[src/rtl/adcr_pkg.sv]
package adcr_pkg;
  // Which register the bus address selects
  typedef enum logic [1:0] {
    SEL_NONE = 2'd0,
    SEL_LO   = 2'd1,
    SEL_HI   = 2'd2,
    SEL_CTRL = 2'd3
  } reg_sel_e;
endpackage

[src/rtl/adcr_decode.sv]
module adcr_decode
  import adcr_pkg::*;
#(
  parameter int ADDR_W    = 6,
  parameter int LO_ADDR   = 'h19,
  parameter int CTRL_ADDR = 'h1C
) (
  input  logic [ADDR_W-1:0] addr,
  output reg_sel_e          sel
);
  localparam logic [ADDR_W-1:0] LO_A   = ADDR_W'(LO_ADDR);
  localparam logic [ADDR_W-1:0] HI_A   = ADDR_W'(LO_ADDR + 1);
  localparam logic [ADDR_W-1:0] CTRL_A = ADDR_W'(CTRL_ADDR);

  always_comb begin
    if (addr == LO_A)        sel = SEL_LO;
    else if (addr == HI_A)   sel = SEL_HI;
    else if (addr == CTRL_A) sel = SEL_CTRL;
    else                     sel = SEL_NONE;
  end
endmodule

[src/rtl/adcr_ctrl.sv]
module adcr_ctrl #(
  parameter int DATA_W    = 8,
  parameter int ALIGN_BIT = 7
) (
  input  logic              clk,
  input  logic              rst,
  input  logic              wr_en,
  input  logic [DATA_W-1:0] wdata,
  output logic [DATA_W-1:0] ctrl_q,
  output logic              align
);
  // Only the alignment bit is storable; every other bit stays zero
  localparam logic [DATA_W-1:0] KEEP = DATA_W'(1) << ALIGN_BIT;

  always_ff @(posedge clk) begin
    if (rst)        ctrl_q <= '0;
    else if (wr_en) ctrl_q <= wdata & KEEP;
  end

  assign align = ctrl_q[ALIGN_BIT];
endmodule

[src/rtl/adcr_lock.sv]
module adcr_lock #(
  parameter int RES_W = 10
) (
  input  logic             clk,
  input  logic             rst,
  input  logic             res_valid,
  input  logic [RES_W-1:0] res_data,
  input  logic             lo_rd,
  input  logic             hi_rd,
  output logic [RES_W-1:0] vis_q,
  output logic             locked_q
);
  logic [RES_W-1:0] pend_q;
  logic             pend_v_q;
  logic             freeze;

  // Pair frozen on the locking read itself and for every locked cycle
  // except the one carrying the releasing high-byte read.
  assign freeze = lo_rd | (locked_q & ~hi_rd);

  always_ff @(posedge clk) begin
    if (rst) begin
      locked_q <= 1'b0;
    end else if (lo_rd) begin
      locked_q <= 1'b1;
    end else if (hi_rd) begin
      locked_q <= 1'b0;
    end
  end

  always_ff @(posedge clk) begin
    if (rst) begin
      vis_q    <= '0;
      pend_q   <= '0;
      pend_v_q <= 1'b0;
    end else if (freeze) begin
      if (res_valid) begin
        pend_q   <= res_data;  // newest wins
        pend_v_q <= 1'b1;
      end
    end else begin
      if (res_valid)     vis_q <= res_data;
      else if (pend_v_q) vis_q <= pend_q;
      pend_v_q <= 1'b0;
    end
  end
endmodule

[src/rtl/adcr_align.sv]
module adcr_align #(
  parameter int RES_W  = 10,
  parameter int DATA_W = 8
) (
  input  logic [RES_W-1:0]    vis,
  input  logic                align,
  output logic [2*DATA_W-1:0] pair
);
  localparam int PAIR_W = 2 * DATA_W;
  localparam int PAD    = PAIR_W - RES_W;

  logic [PAIR_W-1:0] right_v;
  logic [PAIR_W-1:0] left_v;

  generate
    if (PAD == 0) begin : g_full
      assign right_v = vis;
      assign left_v  = vis;
    end else begin : g_pad
      assign right_v = {{PAD{1'b0}}, vis};
      assign left_v  = {vis, {PAD{1'b0}}};
    end
  endgenerate

  assign pair = align ? left_v : right_v;
endmodule

[src/rtl/adcr_result_regs.sv]
module adcr_result_regs
  import adcr_pkg::*;
#(
  parameter int RES_W     = 10,
  parameter int DATA_W    = 8,
  parameter int ADDR_W    = 6,
  parameter int LO_ADDR   = 'h19,
  parameter int CTRL_ADDR = 'h1C,
  parameter int ALIGN_BIT = 7
) (
  input  logic              clk,
  input  logic              rst,
  input  logic              res_valid,
  input  logic [RES_W-1:0]  res_data,
  input  logic [ADDR_W-1:0] bus_addr,
  input  logic              bus_rd,
  input  logic              bus_wr,
  input  logic [DATA_W-1:0] bus_wdata,
  output logic [DATA_W-1:0] bus_rdata
);
  localparam int PAIR_W = 2 * DATA_W;

  reg_sel_e          sel;
  logic              lo_rd, hi_rd, ctrl_wr;
  logic [RES_W-1:0]  vis_q;
  logic              lock_q;
  logic [DATA_W-1:0] ctrl_q;
  logic              align;
  logic [PAIR_W-1:0] pair;

  adcr_decode #(
    .ADDR_W(ADDR_W), .LO_ADDR(LO_ADDR), .CTRL_ADDR(CTRL_ADDR)
  ) u_decode (
    .addr(bus_addr), .sel(sel)
  );

  assign lo_rd   = bus_rd & (sel == SEL_LO);
  assign hi_rd   = bus_rd & (sel == SEL_HI);
  assign ctrl_wr = bus_wr & (sel == SEL_CTRL);

  adcr_ctrl #(
    .DATA_W(DATA_W), .ALIGN_BIT(ALIGN_BIT)
  ) u_ctrl (
    .clk(clk), .rst(rst), .wr_en(ctrl_wr), .wdata(bus_wdata),
    .ctrl_q(ctrl_q), .align(align)
  );

  adcr_lock #(
    .RES_W(RES_W)
  ) u_lock (
    .clk(clk), .rst(rst), .res_valid(res_valid), .res_data(res_data),
    .lo_rd(lo_rd), .hi_rd(hi_rd), .vis_q(vis_q), .locked_q(lock_q)
  );

  adcr_align #(
    .RES_W(RES_W), .DATA_W(DATA_W)
  ) u_align (
    .vis(vis_q), .align(align), .pair(pair)
  );

  always_comb begin
    unique case (sel)
      SEL_LO:   bus_rdata = pair[DATA_W-1:0];
      SEL_HI:   bus_rdata = pair[PAIR_W-1:DATA_W];
      SEL_CTRL: bus_rdata = ctrl_q;
      default:  bus_rdata = '0;
    endcase
  end
endmodule

[config.mk]
export PLATFORM = sky130hd
export DESIGN_NAME = adcr_result_regs
export DESIGN_NICKNAME = d
export VERILOG_FILES = /design/src/rtl/adcr_pkg.sv /design/src/rtl/adcr_decode.sv /design/src/rtl/adcr_ctrl.sv /design/src/rtl/adcr_lock.sv /design/src/rtl/adcr_align.sv /design/src/rtl/adcr_result_regs.sv
export SDC_FILE = /design/constraint.sdc
export NUM_CORES = 1
export LEC_CHECK = 0
export BUFFER_PORTS_ARGS = -buffer_cell sky130_fd_sc_hd__buf_2
export CORE_ASPECT_RATIO = 0.5
export CORE_UTILIZATION = 30
export CTS_CLUSTER_DIAMETER = 120
export CTS_CLUSTER_SIZE = 10
export DETAILED_ROUTE_END_ITERATION = 7
export PLACE_DENSITY = 0.53
export SKIP_CTS_REPAIR_TIMING = 1
export SKIP_LAST_GASP = 1
export SYNTH_ARGS = -nofsm -noshare
export SYNTH_HDL_FRONTEND = slang
export SYNTH_SLANG_ARGS = --single-unit
[constraint.sdc]
create_clock -name clk -period 4.1 [get_ports clk]
set_input_delay 1.23 -clock clk [delete_from_list [all_inputs] [get_ports clk]]
set_output_delay 1.23 -clock clk [all_outputs]
set_load 0.01 [all_outputs]
==> results of run 1 <==
final cells by class:
class                   count  area [um^2]  area share
well taps                  66         82.6      0.0500
repair buffers             30          153      0.0924
multi-input cells         117          911       0.552
clock buffers               4         45.0      0.0273
flip-flops and latches     23          460       0.279
metal layers:
layer	part of all wire	track usage	vias to the layer above	wire, um
li1	-	-	581	-
met1	0.58	0.203	516	1810
met2	0.38	0.196	21	1190
met3	0.035	0.0328	0	108
met4	0	0.0145	0	0
met5	0	0	-	0
worst reg2reg max path, stage by stage (launching register included):
cell and delay, ns:
dfxtp_1 0.34, o21ai_1 0.06, buf_4 0.18, a21boi_2 0.62
mux2i_1 0.26
state kept, by name, indices dropped and copies added, names as in the netlist:
| signal | flops |
|---|---|
| u_lock.pend_v_q | 1 |
| u_lock.locked_q | 1 |
| u_ctrl.ctrl_q | 1 |
| u_lock.pend_q | 10 |
| u_lock.vis_q | 10 |
kinds of logic after synthesis:
logic type | synth area share
multiplexers | 0.168
AO/OA/AOI/OAI | 0.120
flip-flops | 0.318
AND/OR/NAND/NOR | 0.341
buffers and inverters | 0.0527
synth_stat cells, drive strengths merged:
cell type and instances:
a21boi 1, a21o 1, a21oi 14, a221oi 1, a22oi 1, a2bb2oi 1, and2 1, and2b 1
and3 1, and3b 1, and4bb 2, buf 10, clkbuf 2, dfxtp 23, mux2 10, mux2i 13
nand2 8, nand2b 20, nand3 6, nand3b 1, nand4bb 1, nor2 4, nor2b 1, nor3 21
o21a 1, o21ai 6
metrics by stage:
step | cells | power (uW)
global placement | 236 | 308
global route | 240 | 468
floorplan | 152 | 288
detailed placement | 236 | 309
finish | 240 | 448
CTS | 240 | 454
power breakdown:
part | internal [uW] | switching (uW) | total [uW]
sequential | 230 | 5.81 | 236
combinational | 32.6 | 34.5 | 67.1
clock | 69.5 | 75.3 | 145
total | 332 | 116 | 448
worst max-delay path by stage:
stage | from | slack (ns) | to
3_3_place_gp | bus_addr[5] | 0.32 | bus_rdata[6]
3_5_place_dp | bus_addr[5] | 0.32 | bus_rdata[6]
5_1_grt | bus_addr[5] | 0.21 | bus_rdata[6]
2_1_floorplan | bus_addr[5] | 0.70 | bus_rdata[2]
6_report | bus_addr[5] | 0.32 | bus_rdata[6]
4_1_cts | bus_addr[5] | 0.31 | bus_rdata[6]
==> results.json, run 1 <==
{
  "status": "finished, final reports clean",
  "ys_seq_area_frac": 0.318,
  "hp-start": "u_lock.pend_q[5]",
  "setup.worst_path.start_class": "input port",
  "rows": 17,
  "cp.depth": 6,
  "io_buffer_count": 29,
  "firstDrtPassIters": 4,
  "slew_headroom": 0.499,
  "io_pins": 37,
  "grt_max_degree": 34,
  "hold_depth": 2,
  "viasPerCell": 4.66,
  "syn-cell-area_mm2": 0.00145,
  "cts.sinks": 23,
  "num_vias": 1118,
  "drive_above_1_share": 0.402,
  "path_delay_family": "simple AND/OR/NAND/NOR gates",
  "ff2ff_path_depth": 4,
  "antenna_found_initial": 0,
  "wl_per_cell_um": 13.0,
  "insertion_delay_ns": 0.27,
  "pre_cts_ws_ns": 0.317,
  "area_growth_pct": 14.1,
  "rsz0062_at_grt": "no",
  "drv_slew": 0,
  "period_minus_slack_ns": 3.78,
  "min_to": "u_lock.pend_q[5]",
  "fmax_mhz": 265,
  "clockBufferDepth": 2,
  "worst_pin_slew_ns": 0.747,
  "post-route-util": 0.366,
  "fp.dieW_um": 100,
  "fin_worst_skew_ns": 0.00148,
  "cp_slowest_stage_delay_ns": 0.42,
  "htree_num_levels": 1,
  "drt_iter0_markers": 89,
  "dieArea_mm2": 0.00512,
  "fin_hold_ws_ns": 0.475,
  "avgSynthCellArea_um2": 9.52,
  "final_common_cell": "buf_2",
  "final_cell_mix": "29 x buf_2, 23 x dfxtp_1, 20 x nor3_2, 20 x nand2b_1",
  "hp-class": "reg2reg",
  "setup_tns_ns": 0,
  "cts_tree": "built",
  "p_leak_uw": 0.000608,
  "drcViolationCount": 0,
  "crit_chain": "buf_2 -> and3b_4 -> and3_1 -> a22oi_2 -> mux2i_1 -> buf_2",
  "finalCritPeriodShare": 0.922,
  "dp_hpwl_um": 2300,
  "r2r_setup_slack_ns": 2.57,
  "clk_pin_slew_ns": 0.08,
  "numCtsBuffers": 3,
  "final_area_mm2": 0.00165,
  "grt_pass1_wl_um": 5420,
  "gr-total-overflow": 0,
  "synthCells": 152,
  "critPathCaptureType": "output port",
  "finalSetupViolCount": 0,
  "track_usage": 0.135,
  "powerDensity_mw_per_mm2": 271,
  "reg2reg_from": "u_lock.locked_q",
  "yosys_warnings": 0,
  "peakVddDrop_mv": 0.101,
  "antenna_cells": 0,
  "place_area_mm2": 0.00161,
  "crit_slowest_cell": "and3_1",
  "cp.arrival_ns": 2.55,
  "die_h_um": 51.1,
  "synthTopCellsByArea": "dfxtp_1 32%, nor3_2 14%, mux2i_1 9.0%",
  "worst-path-max-fanout": 10,
  "path_common_cell": "buf_2",
  "synth.top_cell.area_share": 0.318,
  "worstPathRequired_ns": 2.87,
  "synth.distinct_cells": 34,
  "drt_wl_total_um": 3110,
  "r2r-end": "u_lock.pend_q[7]",
  "max-cap-violations": 0,
  "initial_core_util": 0.321,
  "synth_top_area_cell": "dfxtp_1",
  "fp.coreArea_mm2": 0.00451,
  "grt_pass1_vias": 1101,
  "ys_ff_latch": 23,
  "path_buf_inv": 2,
  "synth.net_count": 181,
  "path_class": "in2out",
  "hold_viol": 0,
  "final.setup.worst_slack_ns": 0.320,
  "routabilityCongestion": 0.692,
  "ant_nets": 0,
  "cts-root-buf": "clkbuf_8",
  "n_fill_cell": 477,
  "num-nets-final": 204
}
(Power assumes the default switching activity.)
==> inputs of run 2 (changes only) <==
--- a/config.mk
+++ b/config.mk
@@ -9,7 +9,6 @@
 export CORE_ASPECT_RATIO = 0.5
 export CORE_UTILIZATION = 30
 export CTS_CLUSTER_DIAMETER = 120
-export CTS_CLUSTER_SIZE = 10
 export DETAILED_ROUTE_END_ITERATION = 7
 export PLACE_DENSITY = 0.53
 export SKIP_CTS_REPAIR_TIMING = 1
==> constraint.sdc (replaced) <==
create_clock -name clk -period 3.5 [get_ports clk]
set_input_delay 1.05 -clock clk [delete_from_list [all_inputs] [get_ports clk]]
set_output_delay 1.05 -clock clk [all_outputs]
set_load 0.01 [all_outputs]
==> results.json, run 2 (synthesis results as in run 1) <==
{
  "fp.dieW_um": 100,
  "cts.sinks": 23,
  "htree_num_levels": 1,
  "firstDrtPassIters": 4,
  "powerDensity_mw_per_mm2": 313,
  "path_buf_inv": 3,
  "routabilityCongestion": 0.674,
  "switchingPower_uw": 133,
  "status": "finished, final reports clean",
  "dp_hpwl_um": 2290,
  "finalSetupViolCount": 0,
  "drt_wl_total_um": 3160,
  "pre_cts_ws_ns": 0.208,
  "io_pins": 37,
  "insertion_delay_ns": 0.26,
  "io_buffer_count": 29,
  "period_minus_slack_ns": 3.30,
  "antenna_cells": 0,
  "viasPerCell": 4.69,
  "final_cell_mix": "29 x buf_2, 23 x dfxtp_1, 20 x nor3_2, 20 x nand2b_1",
  "clockBufferDepth": 2,
  "antenna_found_initial": 0,
  "num-nets-final": 205,
  "numCtsBuffers": 3,
  "path_common_cell": "buf_2",
  "switching_share": 0.255,
  "fp.coreArea_mm2": 0.00451,
  "hold_viol": 0,
  "path_delay_family": "simple AND/OR/NAND/NOR gates",
  "num_vias": 1130,
  "worstPathRequired_ns": 2.45,
  "fmax_mhz": 303,
  "grt_max_degree": 34,
  "rows": 17,
  "path_class": "in2out",
  "cts_tree": "built",
  "max-cap-violations": 0,
  "peakVddDrop_mv": 0.134,
  "totalPowerFinal_uw": 523,
  "initial_core_util": 0.321,
  "wl_per_cell_um": 13.1,
  "drv_slew": 0,
  "die_h_um": 51.1,
  "track_usage": 0.132,
  "hp-class": "reg2reg",
  "slew_headroom": 0.510,
  "drive_above_1_share": 0.406,
  "top_regs": "u_lock.pend_q x10, u_lock.vis_q x10",
  "critPathCaptureType": "output port",
  "p_comb_frac": 0.151,
  "dieArea_mm2": 0.00512,
  "drt_iter0_markers": 32,
  "final_common_cell": "buf_2",
  "setup_tns_ns": 0,
  "grt_pass1_vias": 1075,
  "area_growth_pct": 15.5,
  "crit_slowest_cell": "and3b_4",
  "worst-path-max-fanout": 10,
  "grt_pass1_wl_um": 5240,
  "gr-total-overflow": 0,
  "ant_nets": 0,
  "finalCritPeriodShare": 0.942,
  "p_int_uw": 390,
  "final.setup.worst_slack_ns": 0.202,
  "drcViolationCount": 0,
  "crit_chain": "buf_2 -> and3b_4 -> and3_1 -> buf_12 -> a22oi_2 -> mux2i_1 -> buf_2",
  "p_leak_uw": 0.000616,
  "worst_pin_slew_ns": 0.730,
  "cts-root-buf": "clkbuf_8",
  "cp_slowest_stage_delay_ns": 0.33,
  "p_clk_frac": 0.319,
  "setup.worst_path.start_class": "input port",
  "cp.arrival_ns": 2.25,
  "rsz0062_at_grt": "no",
  "seq_power_share": 0.530,
  "clk_pin_slew_ns": 0.08,
  "n_fill_cell": 488,
  "fin_worst_skew_ns": 0.00138
}
==> run 2: per-stage QoR <==
step | utilization | cell area (um^2) | instances | hold WS, ns
2_1_floorplan | - | 1450 | 152 | 0.446
3_3_place_gp | 0.361 | 1630 | 237 | 0.456
3_5_place_dp | 0.361 | 1630 | 237 | 0.461
4_1_cts | 0.371 | 1670 | 241 | 0.481
5_1_grt | 0.371 | 1670 | 241 | 0.508
6_report | 0.371 | 1670 | 241 | 0.474
==> run 2: per-layer routing <==
metal,track usage,vias up,share of wire
met3,0.0315,3,0.032
met4,0.0217,0,0.0035
met5,0,-,0
met2,0.202,19,0.41
li1,-,581,-
met1,0.189,527,0.56
==> run 2: worst min-delay path: cells and delay by family, from the launching register on <==
family | cells | cell delay, ns
multiplexers | 1 | 0.05
AND/OR/NAND/NOR | 1 | 0.06
flip-flops | 1 | 0.32
==> run 2: cell type report <==
class / instances / area [um^2] / area share
Clock buffer: 4 / 45.0 / 0.0269
Multi-Input combinational cell: 117 / 911 / 0.545
Sequential cell: 23 / 460 / 0.275
Tap cell: 66 / 82.6 / 0.0494
Timing Repair Buffer: 31 / 173 / 0.103
==> run 2: worst paths after layout <==
kind | from | endpoint | slack (ns) | cells past startpoint
min | u_lock.pend_q[9] | u_lock.pend_q[9] | 0.47 | 2
min reg2reg | u_lock.pend_q[9] | u_lock.pend_q[9] | 0.47 | 2
max | bus_addr[5] | bus_rdata[6] | 0.20 | 7
max reg2reg | u_lock.locked_q | u_lock.pend_q[4] | 1.99 | 4
==> run 2: power groups by stage <==
stage / Combinational, uW / Clock (uW) / Sequential [uW]
2_1_floorplan: 57.1 / 0 / 281
3_3_place_gp: 77.8 / 0 / 283
3_5_place_dp: 79.5 / 0 / 283
4_1_cts: 79.9 / 175 / 277
5_1_grt: 87.4 / 184 / 279
6_report: 78.9 / 167 / 277
